[config.mk]
export PLATFORM = sky130hd
export DESIGN_NAME = sd_cmd_path
export DESIGN_NICKNAME = d
export VERILOG_FILES = /design/src/rtl/sdc_pkg.sv /design/src/rtl/sdc_crc7.sv /design/src/rtl/sdc_flags.sv /design/src/rtl/sd_cmd_path.sv
export SDC_FILE = /design/constraint.sdc
export NUM_CORES = 1
export LEC_CHECK = 0
export ABC_CLOCK_PERIOD_IN_PS = 2300
export BUFFER_PORTS_ARGS = -buffer_cell sky130_fd_sc_hd__buf_2
export CORE_ASPECT_RATIO = 0.75
export CORE_UTILIZATION = 30
export CTS_CLUSTER_SIZE = 20
export DETAILED_ROUTE_END_ITERATION = 12
export GPL_TIMING_DRIVEN = 0
export PLACE_DENSITY = 0.47
export SETUP_SLACK_MARGIN = 0.5
export SLEW_MARGIN = 15
export SYNTH_ARGS = -nofsm -noshare
export SYNTH_HDL_FRONTEND = slang
export SYNTH_SLANG_ARGS = --single-unit
export TNS_END_PERCENT = 30
[constraint.sdc]
create_clock -name clk_i -period 2.3 [get_ports clk_i]
set_input_delay 0.115 -clock clk_i [delete_from_list [all_inputs] [get_ports clk_i]]
set_output_delay 0.115 -clock clk_i [all_outputs]
set_load 0.01 [all_outputs]
[src/rtl/sdc_pkg.sv]
package sdc_pkg;
  localparam int ARG_W     = 32;
  localparam int IDX_W     = 6;
  localparam int CRC_W     = 7;
  localparam int XFER_W    = 12;
  localparam int STS_N     = 4;
  localparam int HDR_W     = 2 + IDX_W + ARG_W;   // bits covered by command CRC
  localparam int SHORT_LEN = HDR_W + CRC_W + 1;   // 48
  localparam int LONG_LEN  = 136;
  localparam int BODY_W    = LONG_LEN - 16;       // 120 payload bits of a long reply
  localparam int RSP_W     = 128;

  localparam int S_DONE = 0;
  localparam int S_TMO  = 1;
  localparam int S_CRC  = 2;
  localparam int S_IDX  = 3;

  typedef enum logic [1:0] {
    RSP_NONE  = 2'd0,
    RSP_LONG  = 2'd1,
    RSP_SHORT = 2'd2,
    RSP_BUSY  = 2'd3
  } rsp_kind_e;

  localparam logic [1:0] CT_ABORT = 2'b11;

  typedef struct packed {
    logic [IDX_W-1:0] idx;
    logic [1:0]       ctype;
    logic             idx_chk;
    logic             crc_chk;
    rsp_kind_e        kind;
  } xfer_t;

  typedef enum logic [1:0] {ST_IDLE, ST_TX, ST_WAIT, ST_RX} st_e;
endpackage

[src/rtl/sdc_crc7.sv]
module sdc_crc7 #(
  parameter int          W    = 7,
  parameter logic [W-1:0] POLY = 7'h09
) (
  input  logic         clk_i,
  input  logic         rst_ni,
  input  logic         clr_i,
  input  logic         en_i,
  input  logic         bit_i,
  output logic [W-1:0] crc_o
);
  logic [W-1:0] crc_q;
  logic         fb;

  assign fb = bit_i ^ crc_q[W-1];

  always_ff @(posedge clk_i or negedge rst_ni) begin
    if (!rst_ni)      crc_q <= '0;
    else if (clr_i)   crc_q <= '0;
    else if (en_i)    crc_q <= {crc_q[W-2:0], 1'b0} ^ (fb ? POLY : '0);
  end

  assign crc_o = crc_q;

  a_r7_clr_zero: assert property (@(posedge clk_i) disable iff (!rst_ni)
    clr_i |=> (crc_o == '0));
endmodule

[src/rtl/sdc_flags.sv]
module sdc_flags #(
  parameter int N = 4
) (
  input  logic         clk_i,
  input  logic         rst_ni,
  input  logic [N-1:0] set_i,
  input  logic [N-1:0] clr_i,
  output logic [N-1:0] q_o
);
  for (genvar g = 0; g < N; g++) begin : g_flag
    logic q;
    always_ff @(posedge clk_i or negedge rst_ni) begin
      if (!rst_ni)       q <= 1'b0;
      else if (set_i[g]) q <= 1'b1;
      else if (clr_i[g]) q <= 1'b0;
    end
    assign q_o[g] = q;

    a_r11_set_holds: assert property (@(posedge clk_i) disable iff (!rst_ni)
      set_i[g] |=> q_o[g]);
  end
endmodule

[src/rtl/sd_cmd_path.sv]
module sd_cmd_path
  import sdc_pkg::*;
#(
  parameter int TMO_CYC = 64
) (
  input  logic               clk_i,
  input  logic               rst_ni,
  input  logic               sd_stb_i,
  input  logic               arg_we_i,
  input  logic [ARG_W-1:0]   arg_i,
  input  logic               xfer_we_i,
  input  logic [XFER_W-1:0]  xfer_i,
  input  logic [STS_N-1:0]   sts_clr_i,
  input  logic               cmd_rst_i,
  input  logic               cmd_i,
  input  logic               dat0_i,
  output logic               cmd_o,
  output logic               cmd_oe_o,
  output logic               cmd_inhibit_o,
  output logic               dat_inhibit_o,
  output logic [STS_N-1:0]   sts_o,
  output logic [RSP_W-1:0]   rsp_o
);
  localparam int CW = 8;
  localparam int TW = $clog2(TMO_CYC + 1);
  localparam logic [CW-1:0] HDR_END  = CW'(HDR_W);
  localparam logic [CW-1:0] S_LAST   = CW'(SHORT_LEN - 1);
  localparam logic [CW-1:0] L_LAST   = CW'(LONG_LEN - 1);
  localparam logic [CW-1:0] L_BODY_LO = CW'(LONG_LEN - BODY_W - 8);  // 8
  localparam logic [CW-1:0] L_BODY_END = CW'(LONG_LEN - CRC_W - 1);  // 128
  localparam logic [TW-1:0] TMO_LAST = TW'(TMO_CYC - 1);

  st_e                 st_q;
  logic [CW-1:0]       cnt_q;
  logic [TW-1:0]       tcnt_q;
  logic [ARG_W-1:0]    arg_q;
  logic [HDR_W-1:0]    tx_sr_q;
  logic [BODY_W-1:0]   rx_sr_q;
  logic [RSP_W-1:0]    rsp_q;
  logic                dat_busy_q;
  rsp_kind_e           cur_kind_q;
  logic [IDX_W-1:0]    cur_idx_q;
  logic                cur_crc_q, cur_ichk_q;

  xfer_t               xw;
  logic                is_long, accept, tx_end, start_det, tmo_hit, rx_end;
  logic [CW-1:0]       rx_last, body_end;
  logic                rx_win, crc_clr, crc_en, crc_din;
  logic [CRC_W-1:0]    crc;
  logic [STS_N-1:0]    sts_set;

  assign xw       = xfer_t'(xfer_i);
  assign is_long  = (cur_kind_q == RSP_LONG);
  assign rx_last  = is_long ? L_LAST : S_LAST;
  assign body_end = is_long ? L_BODY_END : HDR_END;

  assign accept    = xfer_we_i && (st_q == ST_IDLE) && !cmd_rst_i &&
                     (!dat_busy_q || (xw.ctype == CT_ABORT));
  assign tx_end    = (st_q == ST_TX) && sd_stb_i && (cnt_q == S_LAST);
  assign start_det = (st_q == ST_WAIT) && sd_stb_i && !cmd_i;
  assign tmo_hit   = (st_q == ST_WAIT) && sd_stb_i && cmd_i && (tcnt_q == TMO_LAST);
  assign rx_end    = (st_q == ST_RX) && sd_stb_i && (cnt_q == rx_last);

  // outgoing bit: header from shift register, then CRC, then end bit
  always_comb begin
    cmd_o = 1'b1;
    if (st_q == ST_TX) begin
      if (cnt_q < HDR_END)     cmd_o = tx_sr_q[HDR_W-1];
      else if (cnt_q < S_LAST) cmd_o = crc[CRC_W-1];
    end
  end
  assign cmd_oe_o = (st_q == ST_TX);

  // CRC window on receive; feeding the received CRC drives the register to zero
  assign rx_win  = is_long ? ((cnt_q >= L_BODY_LO) && (cnt_q < L_LAST)) : (cnt_q < S_LAST);
  assign crc_clr = accept || start_det;
  assign crc_en  = sd_stb_i && (((st_q == ST_TX) && (cnt_q < S_LAST)) ||
                                ((st_q == ST_RX) && rx_win));
  assign crc_din = (st_q == ST_TX) ? cmd_o : cmd_i;

  sdc_crc7 #(.W(CRC_W), .POLY(7'h09)) i_crc (
    .clk_i  (clk_i),
    .rst_ni (rst_ni),
    .clr_i  (crc_clr),
    .en_i   (crc_en),
    .bit_i  (crc_din),
    .crc_o  (crc)
  );

  always_ff @(posedge clk_i or negedge rst_ni) begin
    if (!rst_ni) arg_q <= '0;
    else if (arg_we_i) arg_q <= arg_i;
  end

  always_ff @(posedge clk_i or negedge rst_ni) begin
    if (!rst_ni) begin
      st_q       <= ST_IDLE;
      cnt_q      <= '0;
      tcnt_q     <= '0;
      tx_sr_q    <= '0;
      rx_sr_q    <= '0;
      cur_kind_q <= RSP_NONE;
      cur_idx_q  <= '0;
      cur_crc_q  <= 1'b0;
      cur_ichk_q <= 1'b0;
    end else if (cmd_rst_i) begin
      st_q  <= ST_IDLE;
      cnt_q <= '0;
    end else begin
      case (st_q)
        ST_IDLE: if (accept) begin
          st_q       <= ST_TX;
          cnt_q      <= '0;
          tx_sr_q    <= {2'b01, xw.idx, arg_q};
          cur_kind_q <= xw.kind;
          cur_idx_q  <= xw.idx;
          cur_crc_q  <= xw.crc_chk;
          cur_ichk_q <= xw.idx_chk;
        end
        ST_TX: if (sd_stb_i) begin
          tx_sr_q <= {tx_sr_q[HDR_W-2:0], 1'b0};
          if (cnt_q == S_LAST) begin
            st_q   <= (cur_kind_q == RSP_NONE) ? ST_IDLE : ST_WAIT;
            cnt_q  <= '0;
            tcnt_q <= '0;
          end else begin
            cnt_q <= cnt_q + 1'b1;
          end
        end
        ST_WAIT: if (sd_stb_i) begin
          if (!cmd_i) begin
            st_q    <= ST_RX;
            cnt_q   <= CW'(1);
            rx_sr_q <= '0;
          end else if (tcnt_q == TMO_LAST) begin
            st_q <= ST_IDLE;
          end else begin
            tcnt_q <= tcnt_q + 1'b1;
          end
        end
        ST_RX: if (sd_stb_i) begin
          if (cnt_q < body_end) rx_sr_q <= {rx_sr_q[BODY_W-2:0], cmd_i};
          if (cnt_q == rx_last) st_q <= ST_IDLE;
          cnt_q <= cnt_q + 1'b1;
        end
        default: st_q <= ST_IDLE;
      endcase
    end
  end

  always_ff @(posedge clk_i or negedge rst_ni) begin
    if (!rst_ni)          rsp_q <= '0;
    else if (rx_end && !cmd_rst_i)
      rsp_q <= is_long ? {8'h00, rx_sr_q} : {{(RSP_W-ARG_W){1'b0}}, rx_sr_q[ARG_W-1:0]};
  end

  always_ff @(posedge clk_i or negedge rst_ni) begin
    if (!rst_ni)                           dat_busy_q <= 1'b0;
    else if (cmd_rst_i || tmo_hit)         dat_busy_q <= 1'b0;
    else if (accept)                       dat_busy_q <= (xw.kind == RSP_BUSY);
    else if ((st_q == ST_IDLE) && sd_stb_i && dat0_i) dat_busy_q <= 1'b0;
  end

  always_comb begin
    sts_set         = '0;
    sts_set[S_DONE] = rx_end || (tx_end && (cur_kind_q == RSP_NONE));
    sts_set[S_TMO]  = tmo_hit;
    sts_set[S_CRC]  = rx_end && cur_crc_q && (crc != '0);
    sts_set[S_IDX]  = rx_end && cur_ichk_q && !is_long &&
                      (rx_sr_q[ARG_W +: IDX_W] != cur_idx_q);
    if (cmd_rst_i) sts_set = '0;
  end

  sdc_flags #(.N(STS_N)) i_flags (
    .clk_i  (clk_i),
    .rst_ni (rst_ni),
    .set_i  (sts_set),
    .clr_i  (sts_clr_i),
    .q_o    (sts_o)
  );

  assign cmd_inhibit_o = (st_q != ST_IDLE);
  assign dat_inhibit_o = dat_busy_q;
  assign rsp_o         = rsp_q;

  a_r3_end_flags: assert property (@(posedge clk_i) disable iff (!rst_ni)
    $fell(cmd_inhibit_o) && !$past(cmd_rst_i) |-> (sts_o[S_DONE] || sts_o[S_TMO]));

  a_r13_hold_bit: assert property (@(posedge clk_i) disable iff (!rst_ni)
    (st_q == ST_TX) && !sd_stb_i && !cmd_rst_i |=> $stable(cmd_o));

  a_r9_busy_holds: assert property (@(posedge clk_i) disable iff (!rst_ni)
    dat_busy_q && !dat0_i && !cmd_rst_i && !tmo_hit && !accept |=> dat_inhibit_o);

  a_r10_cmd_locked: assert property (@(posedge clk_i) disable iff (!rst_ni)
    (st_q != ST_IDLE) && !cmd_rst_i |=> $stable(cur_idx_q) && $stable(cur_kind_q));

  a_r4_tmo_bound: assert property (@(posedge clk_i) disable iff (!rst_ni)
    (st_q == ST_WAIT) |-> (tcnt_q <= TMO_LAST));
endmodule

# ---- Word-level counts from Yosys, hierarchy flattened
# Index checks and enable logic that the tools add are counted.
dict set report totals {
  regBits 359
  output_inout_bits 136
  wordCells 162
  inputBits 56
}
dict set report op_classes {
  n_addsub 2
  bitwise_logic 3
  mux 56
  reduce_logical 52
  eq_ne 27
  n_lt_le_gt_ge 5
}
# op n
set op_table {}
lappend op_table {{120-bit 2-to-1 mux} 5}
lappend op_table {{120-bit case mux with 2 select lines} 1}
lappend op_table {{40-bit 2-to-1 mux} 2}
lappend op_table {{40-bit case mux with 2 select lines} 1}
lappend op_table {{8-bit 2-to-1 mux} 9}
lappend op_table {{7-bit 2-to-1 mux} 7}
lappend op_table {{8-bit case mux with 4 select lines} 1}
lappend op_table {{1-bit logical AND} 24}
lappend op_table {{2-bit 2-to-1 mux} 10}
lappend op_table {{2-bit nonzero test} 9}
lappend op_table {{8-bit by 6-bit less-than comparator with 1-bit output (second input constant)} 2}
lappend op_table {{1-bit 2-to-1 mux} 16}
lappend op_table {{3-bit inequality test (second input constant)} 5}
lappend op_table {{2-bit inequality test (second input constant)} 7}
lappend op_table {{7-bit case mux with 2 select lines} 1}
lappend op_table {{7-bit AND reduction} 2}
lappend op_table {{8-bit by 1-bit adder with 8-bit output (second input constant)} 1}
lappend op_table {{2-bit equality test (second input constant)} 4}
lappend op_table {{8-bit by 6-bit equality test with 1-bit output (second input constant)} 1}
lappend op_table {{8-bit equality test} 1}
lappend op_table {{8-bit by 4-bit >= comparator with 1-bit output (second input constant)} 1}
lappend op_table {{8-bit less-than comparator} 1}
lappend op_table {{8-bit less-than comparator (second input constant)} 1}
lappend op_table {{4-bit 2-to-1 mux} 2}
lappend op_table {{20 further kinds} 31}

# ---- Logic depth before layout (Yosys ltp)
# Gate-level depths: netlist (run 1).
dict set report depth {
  depth_word 10
  mapped_depth 12
}

# ---- By module
# A second synthesis (run 1) with hierarchy kept.
dict set report unflattened {
  hier_cells 1581
  hier_area_um2 14689.1
}
# mod seq_area_each_um2 area_per_inst_um2 cells_each instances
set modules_own_cells {}
lappend modules_own_cells {sd_cmd_path 8508.2 14206.1 1537 1}
lappend modules_own_cells {sdc_crc7 175.2 307.8 28 1}
lappend modules_own_cells {sdc_flags 100.1 175.2 16 1}

# ---- Worst setup path before layout (run 1)
# Ideal clock, no wire load.
dict set report synth_timing {
  kind {reg-to-reg}
  start {register cur_kind_q[1]}
  end {register rsp_q[111] (netlist: rsp_o[111])}
  path_stages_with_launch 13
  setup_ns 0.135
  synth_period_minus_slack_ns 2.578
  arrival_ns 2.442
  setup_slack_ns -0.278
  cell_sequence {dfrtp_1 -> nand2b_1 -> clkbuf_1 -> clkbuf_1 -> ha_1 -> nand4_1 -> nor4b_1 -> nand3_1 -> buf_2 -> buf_2 -> buf_2 -> nand2_1 -> o31ai_1}
}
dict set report synth_between {
  elab_chain_cells 5
  elab_cells_between_ends 6
}
# item line_no
set synth_rtl {}
lappend synth_rtl {{from (decl)} sd_cmd_path.sv:41} ;# rsp_kind_e cur_kind_q;
lappend synth_rtl {{from (signal assigned)} sd_cmd_path.sv:115} ;# cur_kind_q <= xw.kind;
lappend synth_rtl {{2-bit by 1-bit equality test with 1-bit output *} sd_cmd_path.sv:53} ;# assign is_long = (cur_kind_q == RSP_LONG);
lappend synth_rtl {{8-bit 2-to-1 mux} sd_cmd_path.sv:54} ;# assign rx_last = is_long ? L_LAST : S_LAST;
lappend synth_rtl {{8-bit equality test} sd_cmd_path.sv:62} ;# assign rx_end = (st_q == ST_RX) && sd_stb_i && (cnt_q == rx_last);
lappend synth_rtl {{1-bit logical AND} sd_cmd_path.sv:62}
lappend synth_rtl {{1-bit logical AND} sd_cmd_path.sv:153} ;# else if (rx_end && !cmd_rst_i)
lappend synth_rtl {{to (signal assigned)} sd_cmd_path.sv:154} ;# rsp_q <= is_long ? {8'h00, rx_sr_q} : {{(RSP_W-ARG_W){1'b0}}, rx_sr_q[ARG_W-1:0]};
lappend synth_rtl {{to (decl)} sd_cmd_path.sv:39} ;# logic [RSP_W-1:0] rsp_q;
# Every way passes the cells marked *; elsewhere a longest branch is shown, timed or not.
# A chain may end at the register's enable or synchronous reset.

# ---- Worst setup path in the final report (run 1)
dict set report layout_timing {
  start {register cur_kind_q[1]}
  end {register rsp_q[106] (netlist: rsp_o[106])}
}
# The elaborated chain is that of the path after synthesis.

==> results of run 1 <==
-- critical path, cell delays in order, from the launching register on --
cell	delay [ps]
dfrtp_1	390
nand2b_4	160
clkbuf_16	150
clkbuf_16	150
ha_4	260
nand4_1	150
nor4b_4	390
nand3_4	200
buf_12	240
buf_12	150
clkbuf_16	160
nand2_4	50
o31ai_2	60
-- stage by stage --
stage | TNS (ps) | setup WS [ps]
2_1_floorplan | 0 | 17.64
3_3_place_gp | -2286330 | -6173
3_5_place_dp | -143320 | -783.8
4_1_cts | -72750 | -384.6
5_1_grt | -98840 | -457.9
6_report | -64510 | -352.7
-- sequential cells by signal, summed over array words and instances (netlist names), 4 cells and up --
name and flops:
arg_q 32, cnt_q 8, cur_idx_q 6, i_crc.crc_o 7, i_flags.g_flag.q 4, rsp_o 120, rx_sr_q 120, tcnt_q 7
tx_sr_q 40
-- layout make-up --
| class | count | share of cell area (%) |
|---|---|---|
| Antenna cell | 2 | 0.02453 |
| Buffer | 108 | 5.072 |
| Clock buffer | 53 | 5.286 |
| Timing Repair Buffer | 267 | 10.55 |
| Clock inverter | 13 | 0.9628 |
| Sequential cell | 351 | 43.06 |
| Tap cell | 657 | 4.029 |
| Inverter | 139 | 2.576 |
| Multi-Input combinational cell | 875 | 28.44 |
-- synthesized netlist by cell type (5+ instances only) --
cell      number  area (um2)
nor2_1        52       195.2
ha_1           5       62.56
o31ai_1       95       713.2
a21oi_1       10       50.05
o21a_1         5       37.54
buf_1          7       26.28
nand2_1      362        1359
buf_4         15       112.6
mux2_2        42       473.0
a31oi_1       38       237.7
nand3_1       18       90.09
buf_2         15       75.07
mux2i_1      123        1231
buf_12        11       220.2
and3_1         6       37.54
o21ai_0       47       235.2
nor2b_1        5       31.28
inv_1        138       518.0
dfrtp_1      351        8783
clkbuf_1      59       221.5
-- final timing paths --
check	cells after the start	startpoint	endpoint	slack, ps
max in group asynchronous	5	rst_ni	rx_sr_q[27]	770
setup reg to reg	12	cur_kind_q[1]	rsp_o[106]	-350
hold / removal	3	cmd_rst_i	i_flags.g_flag[1].q	40
min in group asynchronous	2	rst_ni	rsp_o[110]	80
setup / recovery	12	cur_kind_q[1]	rsp_o[106]	-350
hold reg to reg	2	rsp_o[5]	rsp_o[5]	460
-- logic make-up (layout without fill, tap and decap cells) --
family	after synthesis	in the layout
and+or+nand+nor	467	467
muxes	165	165
adders and majority gates	5	5
DFF	351	351
buffers and inverters	247	580
other	1	10
AOI/OAI and AO/OA	224	224
xor gates and xnor gates	6	6
-- per-layer routing --
| layer | vias to the layer above | track usage [%] | routed length (um) |
|---|---|---|---|
| met4 | 0 | 3.532 | 568 |
| li1 | 5506 | - | - |
| met3 | 47 | 3.627 | 2152 |
| met2 | 214 | 22.30 | 17340 |
| met5 | - | 0 | 0 |
| met1 | 5640 | 22.79 | 20710 |
-- power by group through the flow --
stage	clock (mW)	sequential, mW	combinational [mW]
final	6.35	8.78	4.74
after global routing	6.81	9.00	5.40
after CTS	6.57	8.77	4.52
after detailed placement	0	8.88	4.33
after global placement	0	8.84	4.22
after floorplan	0	8.61	3.11
-- what timing repair did --
| item | in CTS | in global routing |
|---|---|---|
| cloned | 1 | 20 |
| hold buffers | 49 | 0 |
| endpoints found under the hold margin | 259 | 0 |
| resized for setup | 40 | 211 |
| pin swaps | 3 | 26 |
| setup endpoints to repair | 317 | 386 |
| setup buffers | 6 | 5 |
==> qor.csv, run 1 <==
stage,metric,value,unit
outcome,run_status,finished with violations,
outcome,violations,setup timing,
clock_network,path_clk_slew,60,ps
drt,wl,40780,um
die,design.core.area,0.05010,mm2
die,num_io_pins,192,
sta,setup_violations,247,
grt,grt_pass1_wl,62620,um
final_layout,mostFrequentLayoutCell,dfrtp_1,
synthesis,yosys.area_share.simple,12.37,%
sta,hold_viol,0,
synthesis,synthesis.area,0.01520,mm2
synthesis,synth_seq_cells,351,
worst_setup_path,crit_fanout,7,
grt,gr-total-overflow,0,
final_layout,fin_util,40.72,%
final_layout,multi_input_area,0.005802,mm2
synthesis,synth_top_family_by_area,simple AND/OR/NAND/NOR gates,
worst_setup_path,crit_arrival,3050,ps
sta,tightestPinTransition,895.3,ps
final_layout,drive_above_1_share,27.57,%
placed_design,placed_cells,2316,
synthesis,synth_seq_area_share,57.78,%
synthesis,avgSynthCellArea,10.37,um2
flow_run,maxCapViolations,0,
placed_design,port_buffers,182,
drt,drc,0,
synthesis,netlist_instances,1466,
synthesis,ys_types,57,
pwr,power_frac_comb,23.8,%
pwr,intPower,13.48,mW
synthesis,synth_fa_ha_area_share,0.4116,%
sta,final-max-slew-violation-count,0,
pwr,power.density,973.9,mW/mm2
sta,finalWorstPathRequiredPeriod,2653,ps
pwr,netSwitchingPower,6.392,mW
drt,drtPass1Iterations,5,
sta,max_freq,377.0,MHz
placed_design,gp_routability_congestion,0.7710,
final_layout,n_fill_cell,4933,
pwr,leakage,9.400,nW
die,die_h,196.9,um
die,die_x,261.9,um
sta,slew_headroom,39.53,%
sta,rsz0062_at_grt,true,
placed_design,dp_hpwl,26670,um
synthesis,async_flop_share,100.0,%
hold_path,hold_path.class,in2reg,
final_layout,fin_nets,1841,
sta,setup_slack,-352.7,ps
synthesis,synth-compound-area-share,10.03,%
final_layout,syn_to_final_growth,34.22,%
pwr,ir_drop,434.8,uV
drt,viasPerCell,4.628,
worst_setup_path,cp.required,2700,ps
clock_network,numCtsBuffers,38,
final_layout,mostFrequentLayoutCells,"349 x dfrtp_1, 328 x nand2_1, 192 x buf_2",
final_layout,stdcell_area,0.02040,mm2
synthesis,synth_edf_count,0,
sta,clock-skew-final,12.01,ps
drt,drtIter0Drc,655,
synthesis,synthXorXnorAreaFrac,0.3457,%
clock_network,cts_num_sinks,351,
die,die_area,0.05158,mm2
sta,hold_slack,42.70,ps
drt,vias,11410,
drt,postRouteAntennaNets,0,
final_layout,ff_latch_area,0.008786,mm2
worst_setup_path,crit_path_start_kind,register,
pwr,pwr-share-seq,44.2,%
clock_network,cts-root-buf,clkbuf_16,
die,start_util,30.34,%
clock_network,cts_tree,done,
grt,antenna_found_initial,2,
clock_network,htree_levels,2,
synthesis,ys.flop_type,dfrtp_1,
pwr,power,19.87,mW
synthesis,synth_warnings,0,
worst_setup_path,critical_path_class,reg2reg,
pwr,p_sw_share,32.17,%
drt,wl_per_cell,16.54,um
die,num_rows,71,
placed_design,placed_cell_area,0.01719,mm2
pwr,pwr-share-clk,32.0,%
sta,min_period_over_period,115.3,%
synthesis,muxShareOfSynthArea,11.21,%
grt,grt_pass1_vias,11100,
clock_network,clock_latency,540,ps
final_layout,final_cells,2465,
grt,grtUsageTotal,15.32,%
worst_setup_path,cp-end-kind,register,
grt,grt_max_degree,91,
clock_network,cts_max_path_buffers,3,
Power figures use the tool's default switching activity.
==> run 2, diff against run 1 <==
--- a/config.mk
+++ b/config.mk
@@ -12,10 +12,11 @@
 export CTS_CLUSTER_SIZE = 20
 export DETAILED_ROUTE_END_ITERATION = 12
 export GPL_TIMING_DRIVEN = 0
-export PLACE_DENSITY = 0.47
+export PLACE_DENSITY = 0.48
 export SETUP_SLACK_MARGIN = 0.5
 export SLEW_MARGIN = 15
 export SYNTH_ARGS = -nofsm -noshare
 export SYNTH_HDL_FRONTEND = slang
+export SYNTH_HIERARCHICAL = 1
 export SYNTH_SLANG_ARGS = --single-unit
 export TNS_END_PERCENT = 30
==> run 2 against run 1 <==
The run now ends clean. First-iteration DRC count is 15% higher. Clock power down 3%. Fmax grew 16%. Wire length up 3.5%. Sequential cell count is the same. Worst hold slack improved by 38 ps. Utilization grew 1.8 points. Count of clock-buffer cells in the layout increased by 6. Sequential power decreased by 18%. Non-clock buffer count rose by 47. Via count increased by 5.6%. Critical endpoint is now rsp_o[108]. Highest routed layer unchanged.
==> qor.csv, run 2 <==
stage,metric,value,unit,change
synthesis,async_flop_share,100.0,%,unchanged
sta,slew_headroom,53.70,%,was 39.53%
sta,tightestPinTransition,694.5,ps,was 895.3 ps
final_layout,fin_nets,1987,,was 1841
die,die_x,257.5,um,was 261.9 um
synthesis,netlist_instances,1581,,was 1466
synthesis,synth_seq_cells,351,,unchanged
sta,rsz0062_at_grt,true,,unchanged
worst_setup_path,crit_fanout,6,,was 7
grt,gr-total-overflow,0,,unchanged
worst_setup_path,crit_family,simple AND/OR/NAND/NOR gates,,unchanged
placed_design,gp_routability_congestion,0.8073,,was 0.7710
clock_network,numCtsBuffers,40,,was 38
final_layout,stdcell_area,0.02032,mm2,was 0.02040 mm2
worst_setup_path,cp.required,2790,ps,was 2700 ps
die,die_area,0.04986,mm2,was 0.05158 mm2
synthesis,yosys-top-cells-area,"dfrtp_1 60%, nand2_1 15%, o21ai_1 3.4%, nand3_1 3.3%, mux2_2 3.2%",,"was dfrtp_1 58%, nand2_1 8.9%, mux2i_1 8.1%, o31ai_1 4.7%, inv_1 3.4%"
sta,setup_violations,0,,was 247
sta,min_period_over_period,99.67,%,was 115.3%
final_layout,mostFrequentLayoutCell,nand2_1,,was dfrtp_1
grt,grt_pass1_wl,66550,um,was 62620 um
synthesis,synth_top_area_share,59.80,%,was 57.78%
worst_setup_path,worst-path-buf-inv,6,,was 5
final_layout,diodes,0,,was 2
synthesis,synth_area_leader_cell,dfrtp_1,,unchanged
synthesis,ys_types,55,,was 57
worst_setup_path,critical_path_class,reg2reg,,unchanged
grt,grtUsageTotal,16.69,%,was 15.32%
grt,grt_pass1_vias,12010,,was 11100
drt,top_layer_used,met4,,unchanged
clock_network,cts_tree,done,,unchanged
placed_design,port_buffers,182,,unchanged
clock_network,htree_levels,2,,unchanged
die,num_rows,69,,was 71
clock_network,cts_max_path_buffers,3,,unchanged
synthesis,synth_warnings,6,,was 0
die,start_util,30.71,%,was 30.34%
grt,grt_max_degree,100,,was 91
drt,vias,12050,,was 11410
synthesis,avgSynthCellArea,9.291,um2,was 10.37 um2
drt,wl,42200,um,was 40780 um
sta,max_freq,436.2,MHz,was 377.0 MHz
worst_setup_path,crit_arrival,2780,ps,was 3050 ps
worst_setup_path,crit_path_max_incr_delay,400,ps,was 390 ps
outcome,run_status,completed,,was finished with violations
worst_setup_path,cp-end-kind,register,,unchanged
synthesis,synth_seq_area_share,59.80,%,was 57.78%
sta,finalWorstPathRequiredPeriod,2293,ps,was 2653 ps
drt,wl_met3,1884,um,was 2152 um
drt,drtPass1Iterations,5,,unchanged
sta,final-max-slew-violation-count,0,,unchanged
drt,wl_per_cell,16.29,um,was 16.54 um
sta,clock-skew-final,23.16,ps,was 12.01 ps
synthesis,synth_edf_count,0,,unchanged
clock_network,cts_num_sinks,351,,unchanged
final_layout,fin_util,42.48,%,was 40.72%
final_layout,drive_above_1_share,28.53,%,was 27.57%
final_layout,syn_to_final_growth,38.31,%,was 34.22%
flow_run,maxCapViolations,0,,unchanged
drt,postRouteAntennaNets,0,,unchanged
placed_design,placed_cell_area,0.01679,mm2,was 0.01719 mm2
worst_setup_path,cp_cell_sequence,nor2b_4 > buf_6 > inv_8 > ha_4 > nand2_4 > nor4_4 > and3_4 > buf_12 > buf_12 > buf_8 > buf_12 > nand3_2 > nand2_2,,was nand2b_4 > clkbuf_16 > clkbuf_16 > ha_4 > nand4_1 > nor4b_4 > nand3_4 > buf_12 > buf_12 > clkbuf_16 > nand2_4 > o31ai_2
synthesis,yosysMostFrequentCell,nand2_1,,unchanged
drt,drtIter0Drc,750,,was 655
drt,viasPerCell,4.649,,was 4.628
die,die_h,193.6,um,was 196.9 um
synthesis,ys.flop_type,dfrtp_1,,unchanged
clock_network,path_clk_slew,60,ps,about the same
worst_setup_path,crit_path_start_kind,register,,unchanged
sta,hold_viol,0,,unchanged
pwr,ir_drop,527.2,uV,was 434.8 uV
pwr,power.density,853.2,mW/mm2,was 973.9 mW/mm2
worst_setup_path,crit_top_cell,buf_12,,was clkbuf_16
synthesis,synthTopCellsByCount,"605 x nand2_1, 351 x dfrtp_1, 100 x o21ai_1, 97 x nand3_1, 62 x nor2_1",,"was 362 x nand2_1, 351 x dfrtp_1, 138 x inv_1, 123 x mux2i_1, 95 x o31ai_1"
die,num_io_pins,192,,unchanged
clock_network,cts-root-buf,clkbuf_16,,unchanged
placed_design,dp_hpwl,27460,um,was 26670 um
drt,m1WireLength,20740,um,was 20710 um
die,design.core.area,0.04783,mm2,was 0.05010 mm2
clock_network,clock_latency,560,ps,was 540 ps
grt,antenna_found_initial,0,,was 2
final_layout,mostFrequentLayoutCells,"553 x nand2_1, 348 x dfrtp_1, 188 x buf_2",,"was 349 x dfrtp_1, 328 x nand2_1, 192 x buf_2"
worst_setup_path,critPathSlowestCell,dfrtp_1,,unchanged
synthesis,synthesis.area,0.01469,mm2,was 0.01520 mm2
hold_path,hold_path.class,in2reg,,unchanged
drt,met2_length,18740,um,was 17340 um
pwr,leakage,9.965,nW,was 9.400 nW
drt,drc,0,,unchanged
## run 2: kinds of logic after synthesis
family                     synth area share [%]
AOI/OAI and AO/OA                         8.893
xor gates and xnor gates                 0.5962
adders and majority gates                0.4089
buffers and inverters                     4.651
DFF                                       59.80
muxes                                     3.560
other                                   0.02553
and+or+nand+nor                           22.07
## run 2: worst register-to-register path: cells and delay by family (launching register included)
kind / cells / cell delay [ps]
adder cells (fa/ha/maj): 1 / 270
buffers and inverters: 6 / 740
flip-flops: 1 / 400
AND/OR/NAND/NOR: 6 / 840
## run 2: report_power, final
part	internal (mW)	leakage [nW]	switching, mW
clock	3.60	0.611	2.59
sequential	6.79	4.68	0.380
combinational	1.77	4.67	2.21
## run 2: final timing paths
| path | from | endpoint | slack [ps] | cells past startpoint |
|---|---|---|---|---|
| worst max-delay path | cur_kind_q[1] | rsp_o[108] | 7 | 13 |
| worst min-delay path | xfer_we_i | tx_sr_q[38] | 80 | 5 |
| worst max register to register | cur_kind_q[1] | rsp_o[108] | 7 | 13 |
| worst min register to register | rsp_o[66] | rsp_o[66] | 460 | 2 |
| max in group asynchronous | rst_ni | rsp_o[62] | 1220 | 3 |
| min in group asynchronous | rst_ni | arg_q[14] | 120 | 2 |
## run 2: through the flow
stage                     setup TNS, ps  power (mW)  cells  hold WS [ps]  worst slack, ps
after detailed placement         -84230       10.22   2412         133.0           -451.8
final                                 0       17.33   2591         80.73            7.484
after global routing              -5866       18.27   2591         104.4           -107.6
after global placement         -2222800       10.12   2409         348.0            -6151
after CTS                             0       16.89   2559         76.69            23.13
after floorplan                       0       9.234   1588        -180.6            276.8
## run 2: area by class of cell
type	instances	area, um2
sequential	351	8787
clock buffer	59	1164
timing repair buffer	297	2371
multi-input combinational	1097	5862
clock inverter	8	72.57
tap	639	799.5
buffer	125	1185
fill	4745	27510
inverter	15	76.32
## run 2: what timing repair did
action	CTS	global route
gates cloned	4	13
setup endpoints to repair	319	320
pin swaps	10	42
endpoints found under the hold margin	121	0
setup buffers	23	19
hold buffers	53	0
resized for setup	89	223
## run 2: per-layer routing
layer,global-route usage (%),up-vias
li1,-,5896
met1,24.19,5892
met2,25.18,201
met3,3.412,57
met4,4.558,0
met5,0,-
